$ cat src/rtl/rxd_pkg.sv
package rxd_pkg;
  typedef enum logic [1:0] {
    SEL_CTRL  = 2'd0,
    SEL_BASE  = 2'd1,
    SEL_COUNT = 2'd2,
    SEL_STAT  = 2'd3
  } reg_sel_e;

  localparam int CTRL_PORT_BIT = 7;
  localparam int CTRL_DMA_BIT  = 5;
  localparam int THR_W         = 4;
  localparam int STAT_EOT_BIT  = 0;
  localparam int STAT_OVF_BIT  = 1;
endpackage

$ cat src/rtl/rxd_fifo.sv
module rxd_fifo #(
  parameter int DW    = 32,
  parameter int DEPTH = 8,
  localparam int LW   = $clog2(DEPTH + 1),
  localparam int PW   = (DEPTH > 1) ? $clog2(DEPTH) : 1
) (
  input  logic          clk_i,
  input  logic          rst_ni,
  input  logic          flush_i,
  input  logic          push_i,
  input  logic [DW-1:0] data_i,
  input  logic          pop_i,
  output logic [DW-1:0] head_o,
  output logic [LW-1:0] level_o,
  output logic          empty_o,
  output logic          full_o,
  output logic          drop_o
);
  logic [DW-1:0] mem_q [DEPTH];
  logic [PW-1:0] wr_ptr_q, rd_ptr_q;
  logic [LW-1:0] level_q;
  logic          do_push, do_pop;

  function automatic logic [PW-1:0] ptr_next(input logic [PW-1:0] p);
    return (p == PW'(DEPTH - 1)) ? '0 : p + 1'b1;
  endfunction

  assign empty_o = (level_q == '0);
  assign full_o  = (level_q == LW'(DEPTH));
  assign do_push = push_i & ~full_o & ~flush_i;
  assign do_pop  = pop_i & ~empty_o & ~flush_i;
  assign drop_o  = push_i & full_o & ~flush_i;
  assign head_o  = mem_q[rd_ptr_q];
  assign level_o = level_q;

  always_ff @(posedge clk_i or negedge rst_ni) begin
    if (!rst_ni) begin
      wr_ptr_q <= '0;
      rd_ptr_q <= '0;
      level_q  <= '0;
    end else if (flush_i) begin
      wr_ptr_q <= '0;
      rd_ptr_q <= '0;
      level_q  <= '0;
    end else begin
      if (do_push) wr_ptr_q <= ptr_next(wr_ptr_q);
      if (do_pop)  rd_ptr_q <= ptr_next(rd_ptr_q);
      case ({do_push, do_pop})
        2'b10:   level_q <= level_q + 1'b1;
        2'b01:   level_q <= level_q - 1'b1;
        default: level_q <= level_q;
      endcase
    end
  end

  always_ff @(posedge clk_i) begin
    if (do_push) mem_q[wr_ptr_q] <= data_i;
  end

  assert_flush_empties_R10: assert property (@(posedge clk_i) disable iff (!rst_ni)
    flush_i |=> (level_q == '0));
  assert_full_drop_R11: assert property (@(posedge clk_i) disable iff (!rst_ni)
    (full_o && push_i && !pop_i && !flush_i) |=> $stable(level_q));
endmodule

$ cat src/rtl/rxd_dma_eng.sv
module rxd_dma_eng #(
  parameter int AW = 32,
  parameter int CW = 16
) (
  input  logic          clk_i,
  input  logic          rst_ni,
  input  logic          start_i,
  input  logic [AW-1:0] base_i,
  input  logic [CW-1:0] count_i,
  input  logic          run_i,
  input  logic          abort_i,
  input  logic          avail_i,
  input  logic          rdy_i,
  output logic          req_o,
  output logic          fire_o,
  output logic [AW-1:0] addr_o,
  output logic          busy_o,
  output logic          eot_o
);
  logic [AW-1:0] addr_q;
  logic [CW-1:0] rem_q;
  logic          busy_q, eot_q;
  logic          last_word;

  assign req_o     = busy_q & run_i & avail_i;
  assign fire_o    = req_o & rdy_i;
  assign last_word = (rem_q == CW'(1));
  assign addr_o    = addr_q;
  assign busy_o    = busy_q;
  assign eot_o     = eot_q;

  always_ff @(posedge clk_i or negedge rst_ni) begin
    if (!rst_ni) begin
      addr_q <= '0;
      rem_q  <= '0;
      busy_q <= 1'b0;
      eot_q  <= 1'b0;
    end else begin
      eot_q <= 1'b0;
      if (abort_i) begin
        busy_q <= 1'b0;
      end else if (start_i) begin
        addr_q <= base_i;
        rem_q  <= count_i;
        busy_q <= (count_i != '0);
      end else if (fire_o) begin
        addr_q <= addr_q + 1'b1;
        rem_q  <= rem_q - 1'b1;
        if (last_word) begin
          busy_q <= 1'b0;
          eot_q  <= 1'b1;
        end
      end
    end
  end

  assert_addr_step_R3: assert property (@(posedge clk_i) disable iff (!rst_ni)
    (fire_o && !last_word && !abort_i) |=> (addr_q == $past(addr_q) + 1'b1));
  assert_pause_hold_R5: assert property (@(posedge clk_i) disable iff (!rst_ni)
    (busy_q && !run_i && !start_i) |=> ($stable(addr_q) && $stable(rem_q)));
  assert_eot_single_R4: assert property (@(posedge clk_i) disable iff (!rst_ni)
    eot_q |=> !eot_q);
  assert_no_reload_R6: assert property (@(posedge clk_i) disable iff (!rst_ni)
    start_i |-> !busy_q);
endmodule

$ cat src/rtl/rxd_irq.sv
module rxd_irq #(
  parameter int LW    = 4,
  parameter int THR_W = 4
) (
  input  logic             clk_i,
  input  logic             rst_ni,
  input  logic [LW-1:0]    level_i,
  input  logic [THR_W-1:0] thr_i,
  input  logic             port_en_i,
  input  logic             dma_en_i,
  input  logic             eot_set_i,
  input  logic             ovf_set_i,
  input  logic             eot_clr_i,
  input  logic             ovf_clr_i,
  output logic             thr_irq_o,
  output logic             eot_sts_o,
  output logic             ovf_sts_o
);
  logic eot_q, ovf_q;

  assign thr_irq_o = port_en_i & ~dma_en_i & (32'(level_i) > 32'(thr_i));
  assign eot_sts_o = eot_q;
  assign ovf_sts_o = ovf_q;

  // set has priority over write-one-to-clear
  always_ff @(posedge clk_i or negedge rst_ni) begin
    if (!rst_ni) begin
      eot_q <= 1'b0;
      ovf_q <= 1'b0;
    end else begin
      if (eot_set_i)      eot_q <= 1'b1;
      else if (eot_clr_i) eot_q <= 1'b0;
      if (ovf_set_i)      ovf_q <= 1'b1;
      else if (ovf_clr_i) ovf_q <= 1'b0;
    end
  end

  assert_w1c_eot_R12: assert property (@(posedge clk_i) disable iff (!rst_ni)
    (eot_clr_i && !eot_set_i) |=> !eot_q);
  assert_ovf_sticky_R11: assert property (@(posedge clk_i) disable iff (!rst_ni)
    (ovf_q && !ovf_clr_i) |=> ovf_q);
endmodule

$ cat src/rtl/rxd_drain_top.sv
module rxd_drain_top #(
  parameter int DW    = 32,
  parameter int AW    = 32,
  parameter int CW    = 16,
  parameter int DEPTH = 8,
  localparam int LW   = $clog2(DEPTH + 1)
) (
  input  logic          clk_i,
  input  logic          rst_ni,
  input  logic          in_valid_i,
  input  logic [DW-1:0] in_data_i,
  input  logic          cfg_we_i,
  input  logic [1:0]    cfg_sel_i,
  input  logic [31:0]   cfg_wdata_i,
  input  logic          sw_rd_i,
  output logic [DW-1:0] sw_rd_data_o,
  output logic          mem_req_o,
  input  logic          mem_rdy_i,
  output logic [AW-1:0] mem_addr_o,
  output logic [DW-1:0] mem_data_o,
  output logic          eot_irq_o,
  output logic          thr_irq_o,
  output logic          eot_sts_o,
  output logic          ovf_sts_o,
  output logic          dma_busy_o,
  output logic [LW-1:0] fifo_level_o
);
  import rxd_pkg::*;

  logic                port_en_q, dma_en_q;
  logic [THR_W-1:0]    thr_q;
  logic [AW-1:0]       base_q;
  logic [CW-1:0]       cnt_q;
  logic                wr_ctrl, wr_base, wr_cnt, wr_stat;
  logic                start, busy, fire, eot;
  logic                fifo_empty, fifo_full, fifo_drop, fifo_pop;
  logic [DW-1:0]       head;
  logic                cfg_unused;

  assign cfg_unused = ^cfg_wdata_i;
  assign wr_ctrl = cfg_we_i & (reg_sel_e'(cfg_sel_i) == SEL_CTRL);
  assign wr_base = cfg_we_i & (reg_sel_e'(cfg_sel_i) == SEL_BASE);
  assign wr_cnt  = cfg_we_i & (reg_sel_e'(cfg_sel_i) == SEL_COUNT);
  assign wr_stat = cfg_we_i & (reg_sel_e'(cfg_sel_i) == SEL_STAT);

  // fresh start only on a DMA-enable rise with nothing outstanding
  assign start = wr_ctrl & cfg_wdata_i[CTRL_DMA_BIT] & cfg_wdata_i[CTRL_PORT_BIT]
               & ~dma_en_q & ~busy & (cnt_q != '0);

  always_ff @(posedge clk_i or negedge rst_ni) begin
    if (!rst_ni) begin
      port_en_q <= 1'b0;
      dma_en_q  <= 1'b0;
      thr_q     <= '0;
      base_q    <= '0;
      cnt_q     <= '0;
    end else begin
      if (wr_ctrl) begin
        port_en_q <= cfg_wdata_i[CTRL_PORT_BIT];
        dma_en_q  <= cfg_wdata_i[CTRL_DMA_BIT];
        if (!busy) thr_q <= cfg_wdata_i[THR_W-1:0];
      end
      if (wr_base && !busy) base_q <= cfg_wdata_i[AW-1:0];
      if (wr_cnt && !busy)  cnt_q  <= cfg_wdata_i[CW-1:0];
    end
  end

  assign fifo_pop = fire | (sw_rd_i & ~dma_en_q & port_en_q);

  rxd_fifo #(.DW(DW), .DEPTH(DEPTH)) u_fifo (
    .clk_i   (clk_i),
    .rst_ni  (rst_ni),
    .flush_i (~port_en_q),
    .push_i  (in_valid_i & port_en_q),
    .data_i  (in_data_i),
    .pop_i   (fifo_pop),
    .head_o  (head),
    .level_o (fifo_level_o),
    .empty_o (fifo_empty),
    .full_o  (fifo_full),
    .drop_o  (fifo_drop)
  );

  rxd_dma_eng #(.AW(AW), .CW(CW)) u_dma (
    .clk_i   (clk_i),
    .rst_ni  (rst_ni),
    .start_i (start),
    .base_i  (base_q),
    .count_i (cnt_q),
    .run_i   (dma_en_q & port_en_q),
    .abort_i (~port_en_q),
    .avail_i (~fifo_empty),
    .rdy_i   (mem_rdy_i),
    .req_o   (mem_req_o),
    .fire_o  (fire),
    .addr_o  (mem_addr_o),
    .busy_o  (busy),
    .eot_o   (eot)
  );

  rxd_irq #(.LW(LW), .THR_W(THR_W)) u_irq (
    .clk_i     (clk_i),
    .rst_ni    (rst_ni),
    .level_i   (fifo_level_o),
    .thr_i     (thr_q),
    .port_en_i (port_en_q),
    .dma_en_i  (dma_en_q),
    .eot_set_i (eot),
    .ovf_set_i (fifo_drop),
    .eot_clr_i (wr_stat & cfg_wdata_i[STAT_EOT_BIT]),
    .ovf_clr_i (wr_stat & cfg_wdata_i[STAT_OVF_BIT]),
    .thr_irq_o (thr_irq_o),
    .eot_sts_o (eot_sts_o),
    .ovf_sts_o (ovf_sts_o)
  );

  assign sw_rd_data_o = head;
  assign mem_data_o   = head;
  assign eot_irq_o    = eot;
  assign dma_busy_o   = busy;

  assert_thr_quiet_R8: assert property (@(posedge clk_i) disable iff (!rst_ni)
    dma_en_q |-> !thr_irq_o);
  assert_eot_latch_R4: assert property (@(posedge clk_i) disable iff (!rst_ni)
    eot_irq_o |=> eot_sts_o);
  assert_req_has_data_R3: assert property (@(posedge clk_i) disable iff (!rst_ni)
    mem_req_o |-> (fifo_level_o != '0));
  assert_abort_quiet_R10: assert property (@(posedge clk_i) disable iff (!rst_ni)
    !port_en_q |=> (!dma_busy_o && !eot_irq_o));
endmodule

$ cat config.mk
export PLATFORM = sky130hd
export DESIGN_NAME = rxd_drain_top
export DESIGN_NICKNAME = d
export VERILOG_FILES = /design/src/rtl/rxd_pkg.sv /design/src/rtl/rxd_fifo.sv /design/src/rtl/rxd_dma_eng.sv /design/src/rtl/rxd_irq.sv /design/src/rtl/rxd_drain_top.sv
export SDC_FILE = /design/constraint.sdc
export NUM_CORES = 1
export LEC_CHECK = 0
export BUFFER_PORTS_ARGS = -buffer_cell sky130_fd_sc_hd__buf_2
export CORE_MARGIN = 5
export CORE_UTILIZATION = 40
export DETAILED_ROUTE_END_ITERATION = 12
export SLEW_MARGIN = 0
export SYNTH_ARGS = -nofsm -noshare
export SYNTH_HDL_FRONTEND = slang
export SYNTH_SLANG_ARGS = --single-unit
$ cat constraint.sdc
create_clock -name clk_i -period 5.5 [get_ports clk_i]
set_clock_uncertainty 0.2 [all_clocks]
set_input_delay 0.55 -clock clk_i [delete_from_list [all_inputs] [get_ports clk_i]]
set_output_delay 0.55 -clock clk_i [all_outputs]
set_load 0.02 [all_outputs]
== After elaboration in Yosys (flattened, before gate mapping) ==
Memory sizes are Yosys's and may differ from the RTL's.
Cells that the tools add are included.

* Add/sub/neg operators: 6
* Equality and inequality tests: 14
* Magnitude comparators: 1
* Multiplexer cells: 26
* Reductions and logical operators: 12
* Bitwise gates (word level): 31

{| class="wikitable"
|+ Operators by type and width
! operator !! count
|-
| $mux W32 || 2
|-
| $add A32 B1 Y32 const B || 1
|-
| $mux W16 || 2
|-
| $and A1 B1 Y1 || 26
|-
| $mux W3 || 6
|-
| $eq A16 B1 Y1 const B || 1
|-
| $reduce_bool A16 Y1 || 1
|-
| $sub A16 B1 Y16 const B || 1
|-
| $mux W1 || 14
|-
| $ne A3 B1 Y1 const B || 3
|-
| $pmux W4 S2 || 1
|-
| $add A3 B1 Y3 const B || 2
|-
| $eq A2 B2 Y1 const B || 3
|-
| $eq A3 B3 Y1 const B || 2
|-
| $reduce_and A2 Y1 || 3
|-
| $reduce_bool A2 Y1 || 3
|-
| $add A4 B1 Y4 const B || 1
|-
| $eq A2 B1 Y1 const B || 2
|-
| $eq A4 B4 Y1 const B || 1
|-
| $gt A4 B4 Y1 || 1
|-
| $logic_not A4 Y1 || 1
|-
| $mux W4 || 1
|-
| $ne A2 B1 Y1 const B || 2
|-
| $not A1 Y1 || 4
|-
| 5 further kinds || 6
|}

* Bits of input ports: 72
* Memory bits (writable): 256
* Word-level logic and storage cells: 105
* Memories kept: 1
* Output and inout port bits: 106
* Flip-flop bits (word level): 116

{| class="wikitable"
|+ Memories
! name !! words !! bits a word !! rd ports !! clocked after Yosys merged registers in !! wr ports !! line !! text
|-
| u_fifo.mem_q || 8 || 32 || 1 || 0 || 1 || rxd_fifo.sv:19 || <nowiki>logic [DW-1:0] mem_q [DEPTH];</nowiki>
|}

== Longest topological paths before layout ==
* Word-level depth: 10
* Mapped depth: 11
* Gate-level depth less buffers: 9

== Cells and area by module ==
Synthesis repeated with hierarchy kept, for this count alone.

* Cell total of the unflattened synthesis: 1,028
* Area, all modules: 16,206.8 sq um

{| class="wikitable"
|+ Modules (own cells, without submodules)
! module !! sequential area each (sq um) !! instances !! area each (sq um) !! cells each
|-
| rxd_fifo || 7,937.6 || 1 || 10,338.7 || 453
|-
| rxd_dma_eng || 1,251.2 || 1 || 3,286.9 || 389
|-
| rxd_drain_top || 1,351.3 || 1 || 2,389.8 || 166
|-
| rxd_irq || 50.0 || 1 || 191.4 || 20
|}

== Worst setup path after synthesis ==
No wires, ideal clock.

* Kind: register to register
* Start: reg u_fifo.level_q[1], in the netlist u_fifo.level_o[1]
* End: mem u_fifo.mem_q[2][0] (enable)
* Required time: 4.787 ns
* Period minus slack after synthesis: 5.272 ns
* Path slack: 0.228 ns
* Arrival: 4.559 ns
* Cell stages (with the launch flop): 5
* Library setup time: 0.513 ns
* Path buffers: 1
* Path through: dfrtp_1 > or3b_2 > o211ai_1 > clkbuf_1 > nor4b_1

* Word-level cells in the longest chain between the ends: 6

{| class="wikitable"
|+ Ends and longest elaborated chain
! what !! line !! text
|-
| from (decl) || rxd_fifo.sv:21 || <nowiki>logic [LW-1:0] level_q;</nowiki>
|-
| from (signal assigned) || rxd_fifo.sv:49 || <nowiki>2'b10: level_q <= level_q + 1'b1;</nowiki>
|-
| from (signal assigned) || rxd_fifo.sv:50 || <nowiki>2'b01: level_q <= level_q - 1'b1;</nowiki>
|-
| from (signal assigned) || rxd_fifo.sv:51 || <nowiki>default: level_q <= level_q;</nowiki>
|-
| $eq A4 B4 Y1 || rxd_fifo.sv:29 || <nowiki>assign full_o = (level_q == LW'(DEPTH));</nowiki>
|-
| $not A1 Y1 || rxd_fifo.sv:30 || <nowiki>assign do_push = push_i & ~full_o & ~flush_i;</nowiki>
|-
| $and A1 B1 Y1 (2 in a row) || rxd_fifo.sv:30 ||
|-
| $mux W1 || rxd_fifo.sv:57 || <nowiki>if (do_push) mem_q[wr_ptr_q] <= data_i;</nowiki>
|-
| $mux W1 (implied by the code) || rxd_fifo.sv:57 ||
|-
| to (decl) || rxd_fifo.sv:19 ||
|}

Every way passes these cells.

== Final worst setup path ==
* Start: reg u_fifo.rd_ptr_q[0]
* End: out sw_rd_data_o[9]

* Word-level cells in the longest chain between the ends: 1

{| class="wikitable"
|+ Ends and longest elaborated chain
! what !! line !! text
|-
| from (decl) || rxd_fifo.sv:20 || <nowiki>logic [PW-1:0] wr_ptr_q, rd_ptr_q;</nowiki>
|-
| from (signal assigned) || rxd_fifo.sv:47 || <nowiki>if (do_pop) rd_ptr_q <= ptr_next(rd_ptr_q);</nowiki>
|-
| $mem_v2 Z8 W32 || n/a ||
|-
| to (decl) || rxd_drain_top.sv:16 || <nowiki>output logic [DW-1:0] sw_rd_data_o,</nowiki>
|}

Every way passes these cells.

==> flow_metrics.env <==
export IMPL_status="finished clean"
export IMPL_power_leakage_nw=6.666
export IMPL_finalCritPeriodShare_pct=67.83
export IMPL_async_flop_share_pct=31.18
export IMPL_max_stage_delay_ns=0.96
export IMPL_wirelength_mm=37.69
export IMPL_vias_per_cell=5.540
export IMPL_fin_setup_tns_ns=0
export IMPL_path_clk_slew_ns=0.06
export IMPL_synth_top_cell_by_area="edfxtp_1"
export IMPL_yosys_register_bits=372
export IMPL_drt_pass1_iterations=4
export IMPL_dp_hpwl_mm=23.46
export IMPL_ys_flop_type="edfxtp_1"
export IMPL_grt_pass1_wl_mm=58.73
export IMPL_post_cts_buffers=0
export IMPL_holdBufCountCts=1
export IMPL_cp_required_ns=4.75
export IMPL_final_cell_area_sq_um=18580
export IMPL_worst_setup_path_start_kind="register"
export IMPL_cp_slowest_cell="dfrtp_4"
export IMPL_synth_common_cells="edfxtp_1 (256), dfrtp_1 (116), mux2_2 (79)"
export IMPL_rsz0062_at_grt="false"
export IMPL_crit_arrival_ns=2.98
export IMPL_hold_class="in2reg"
export IMPL_crit_cells=4
export IMPL_slew_limit_headroom_pct=32.79
export IMPL_yosys_cell_types_count=69
export IMPL_htree_levels=2
export IMPL_startpoint="u_fifo.rd_ptr_q[0]"
export IMPL_start_util_pct=40.21
export IMPL_antenna_found_initial=1
export IMPL_synthDominantCellAreaShare_pct=48.34
export IMPL_power_density_nw_per_um2=383.4
export IMPL_finalMaxSlewViolations=0
export IMPL_yosysSeqAreaShare_pct=66.59
export IMPL_vias=9573
export IMPL_finalSetupViolCount=0
export IMPL_area_growth_pct=16.83
export IMPL_tritoncts="built"
export IMPL_syn_avg_cell_area_sq_um=15.81
export IMPL_syn_inst=1006
export IMPL_endpoint_kind="output pin"
export IMPL_maxClockFrequency_mhz=268.1
export IMPL_ios=178
export IMPL_post_synth_top_count_cell="edfxtp_1"
export IMPL_path_max_fanout=40
export IMPL_n_fill_cell=3439
export IMPL_min_from="cfg_wdata_i[23]"
export IMPL_yosysWarnings=0
export IMPL_track_usage_pct=16.97
export IMPL_synth_nets=1092
export IMPL_drcViolationCount=0
export IMPL_port_buffers=177
export IMPL_ant_nets=0
export IMPL_min_path_cells=3
export IMPL_numClockSinks=372
export IMPL_synth_area_top_cells="edfxtp_1 (48%), dfrtp_1 (18%), mux4_2 (9.1%), mux2_2 (5.6%), buf_4 (1.5%)"
export IMPL_cts_buffers=40
export IMPL_cts_resized=0
export IMPL_synth_edf_count=256
export IMPL_tightestPinTransition_ns=1.008
export IMPL_grt_overflow=0
export IMPL_path_buf_inv=2
export IMPL_timing_max_cap_violations=0
export IMPL_grt_start_max_net_pins=76
export IMPL_hold_viol=0
export IMPL_dieArea_sq_um=43840
export IMPL_core_area_sq_um=39550
export IMPL_place_congestion=0.7930
export IMPL_dpl_cell_area_sq_um=17260
export IMPL_r2r_start="u_fifo.level_o[1]"
export IMPL_routedWlPerCell_microns=21.81
export IMPL_nets=1258
export IMPL_die_w_microns=209.4
export IMPL_crit_family="flip-flops"
export IMPL_cts_buffer_depth=3
export IMPL_reg2reg_depth=9
export IMPL_die_h_microns=209.4
export IMPL_rows=73
export IMPL_crit_chain="buf_4, mux4_2, mux2_2, buf_2"
export IMPL_layout_drive_gt1_share_pct=35.77
export IMPL_vdd_drop_max_mv=0.2086
export IMPL_setup_worst_path_class="reg2out"
export IMPL_clockRootBuffer="clkbuf_16"
export IMPL_finalCriticalPeriod_ns=3.731
export IMPL_drt_initial_drc_count=515
export IMPL_synth_area_sq_um=15900
export IMPL_grt_pass1_vias=9864
export IMPL_clk_latency_ns=0.55
worst reg2reg max path: stages (launching register included):
cell and delay (ns):
dfrtp_1 0.52, o41a_1 0.63, o21ai_1 0.49, nor2_1 0.28, ha_1 0.35, a21o_1 0.18
a21oi_1 0.24, nor3_1 0.09, nand4b_1 0.17, o211ai_1 0.10
logic make-up after synthesis:
kind of cell    count (synthesis)  share of synthesized area (%)
flops                         372                          66.59
simple gates                  226                          7.805
mux                           147                          14.91
compound gates                146                          6.176
buf+inv                        98                          3.202
fa+ha+maj                      14                          1.149
xor+xnor                        3                         0.1653
flip-flops by register name, indices dropped and copies added, names as in the netlist:
name,count
u_fifo.mem_q,256
base_q,32
u_dma.addr_o,32
cnt_q,16
u_dma.rem_q,16
thr_q,4
u_fifo.level_o,4
u_fifo.rd_ptr_q,3
u_fifo.wr_ptr_q,3
dma_en_q,1
port_en_q,1
u_dma.busy_o,1
u_dma.eot_o,1
u_irq.eot_sts_o,1
u_irq.ovf_sts_o,1
power by group:
| part | switching (mW) | internal [mW] | leakage [nW] |
|---|---|---|---|
| registers | 0.237 | 3.23 | 3.71 |
| logic | 0.571 | 0.411 | 2.32 |
| clock network | 1.13 | 1.54 | 0.632 |
| total | 1.94 | 5.18 | 6.67 |
layer usage:
layer | vias to the layer above | part of all wire [%] | global-route usage [%]
met3 | 52 | 5.6 | 3.543
met5 | - | 0 | 0
met1 | 4937 | 43 | 23.25
met4 | 0 | 1.9 | 4.590
li1 | 4299 | - | -
met2 | 285 | 49 | 27.82
final cells by class:
class / count / area (sq um) / share of cell area [%]
Antenna cell: 1 / 2.502 / 0.01347
Clock buffer: 49 / 1065 / 5.731
Clock inverter: 23 / 241.5 / 1.300
Inverter: 22 / 82.58 / 0.4445
Multi-Input combinational cell: 536 / 4870 / 26.21
Sequential cell: 372 / 10600 / 57.04
Tap cell: 525 / 656.9 / 3.536
Timing Repair Buffer: 200 / 1064 / 5.724
stage by stage:
stage          power (mW)  setup slack, ns  utilization [%]  hold WS (ns)  std cells
3_5_place_dp        4.512            2.175            43.64        0.2759       1654
5_1_grt             7.442            1.537            46.98       0.01429       1728
3_3_place_gp        4.491            2.249            43.64        0.2718       1654
4_1_cts             7.210            1.655            46.97      0.001294       1727
2_1_floorplan       4.156           0.2284                -       0.05441       1006
6_report            7.123            1.769            46.98       0.02876       1728
cell usage in the layout, fill, tap and decap left out, types with 5 or more instances in the layout:
master	Yosys	routed
o21ai_0	33	33
a21oi_1	32	32
buf_2	11	176
nor3_2	3	6
edfxtp_1	256	256
nor2_1	27	26
a211oi_1	7	7
mux4_2	64	64
nor3_1	25	22
nand2_1	52	52
o211ai_1	8	8
clkinv_2	0	6
clkbuf_1	28	6
nand4_1	15	15
nand2b_1	6	6
and4_1	8	8
buf_4	32	23
nand3_1	36	36
a2bb2oi_1	9	9
inv_1	22	22
dfrtp_1	116	112
o22ai_1	14	14
nor4_1	11	10
mux2_2	79	79
clkbuf_16	0	40
ha_1	13	13
and3_1	8	8
or3_1	5	5
final timing paths:
| kind | slack, ns | to |
|---|---|---|
| worst max-delay path | 1.77 | sw_rd_data_o[9] |
| worst min-delay path | 0.03 | base_q[23] |
| worst max register to register | 2.19 | u_fifo.level_o[3] |
| worst min register to register | 0.30 | base_q[30] |
| max in group asynchronous | 3.39 | u_fifo.rd_ptr_q[0] |
| min in group asynchronous | 0.50 | base_q[18] |
Note: power is estimated with default switching activity, not from simulation.
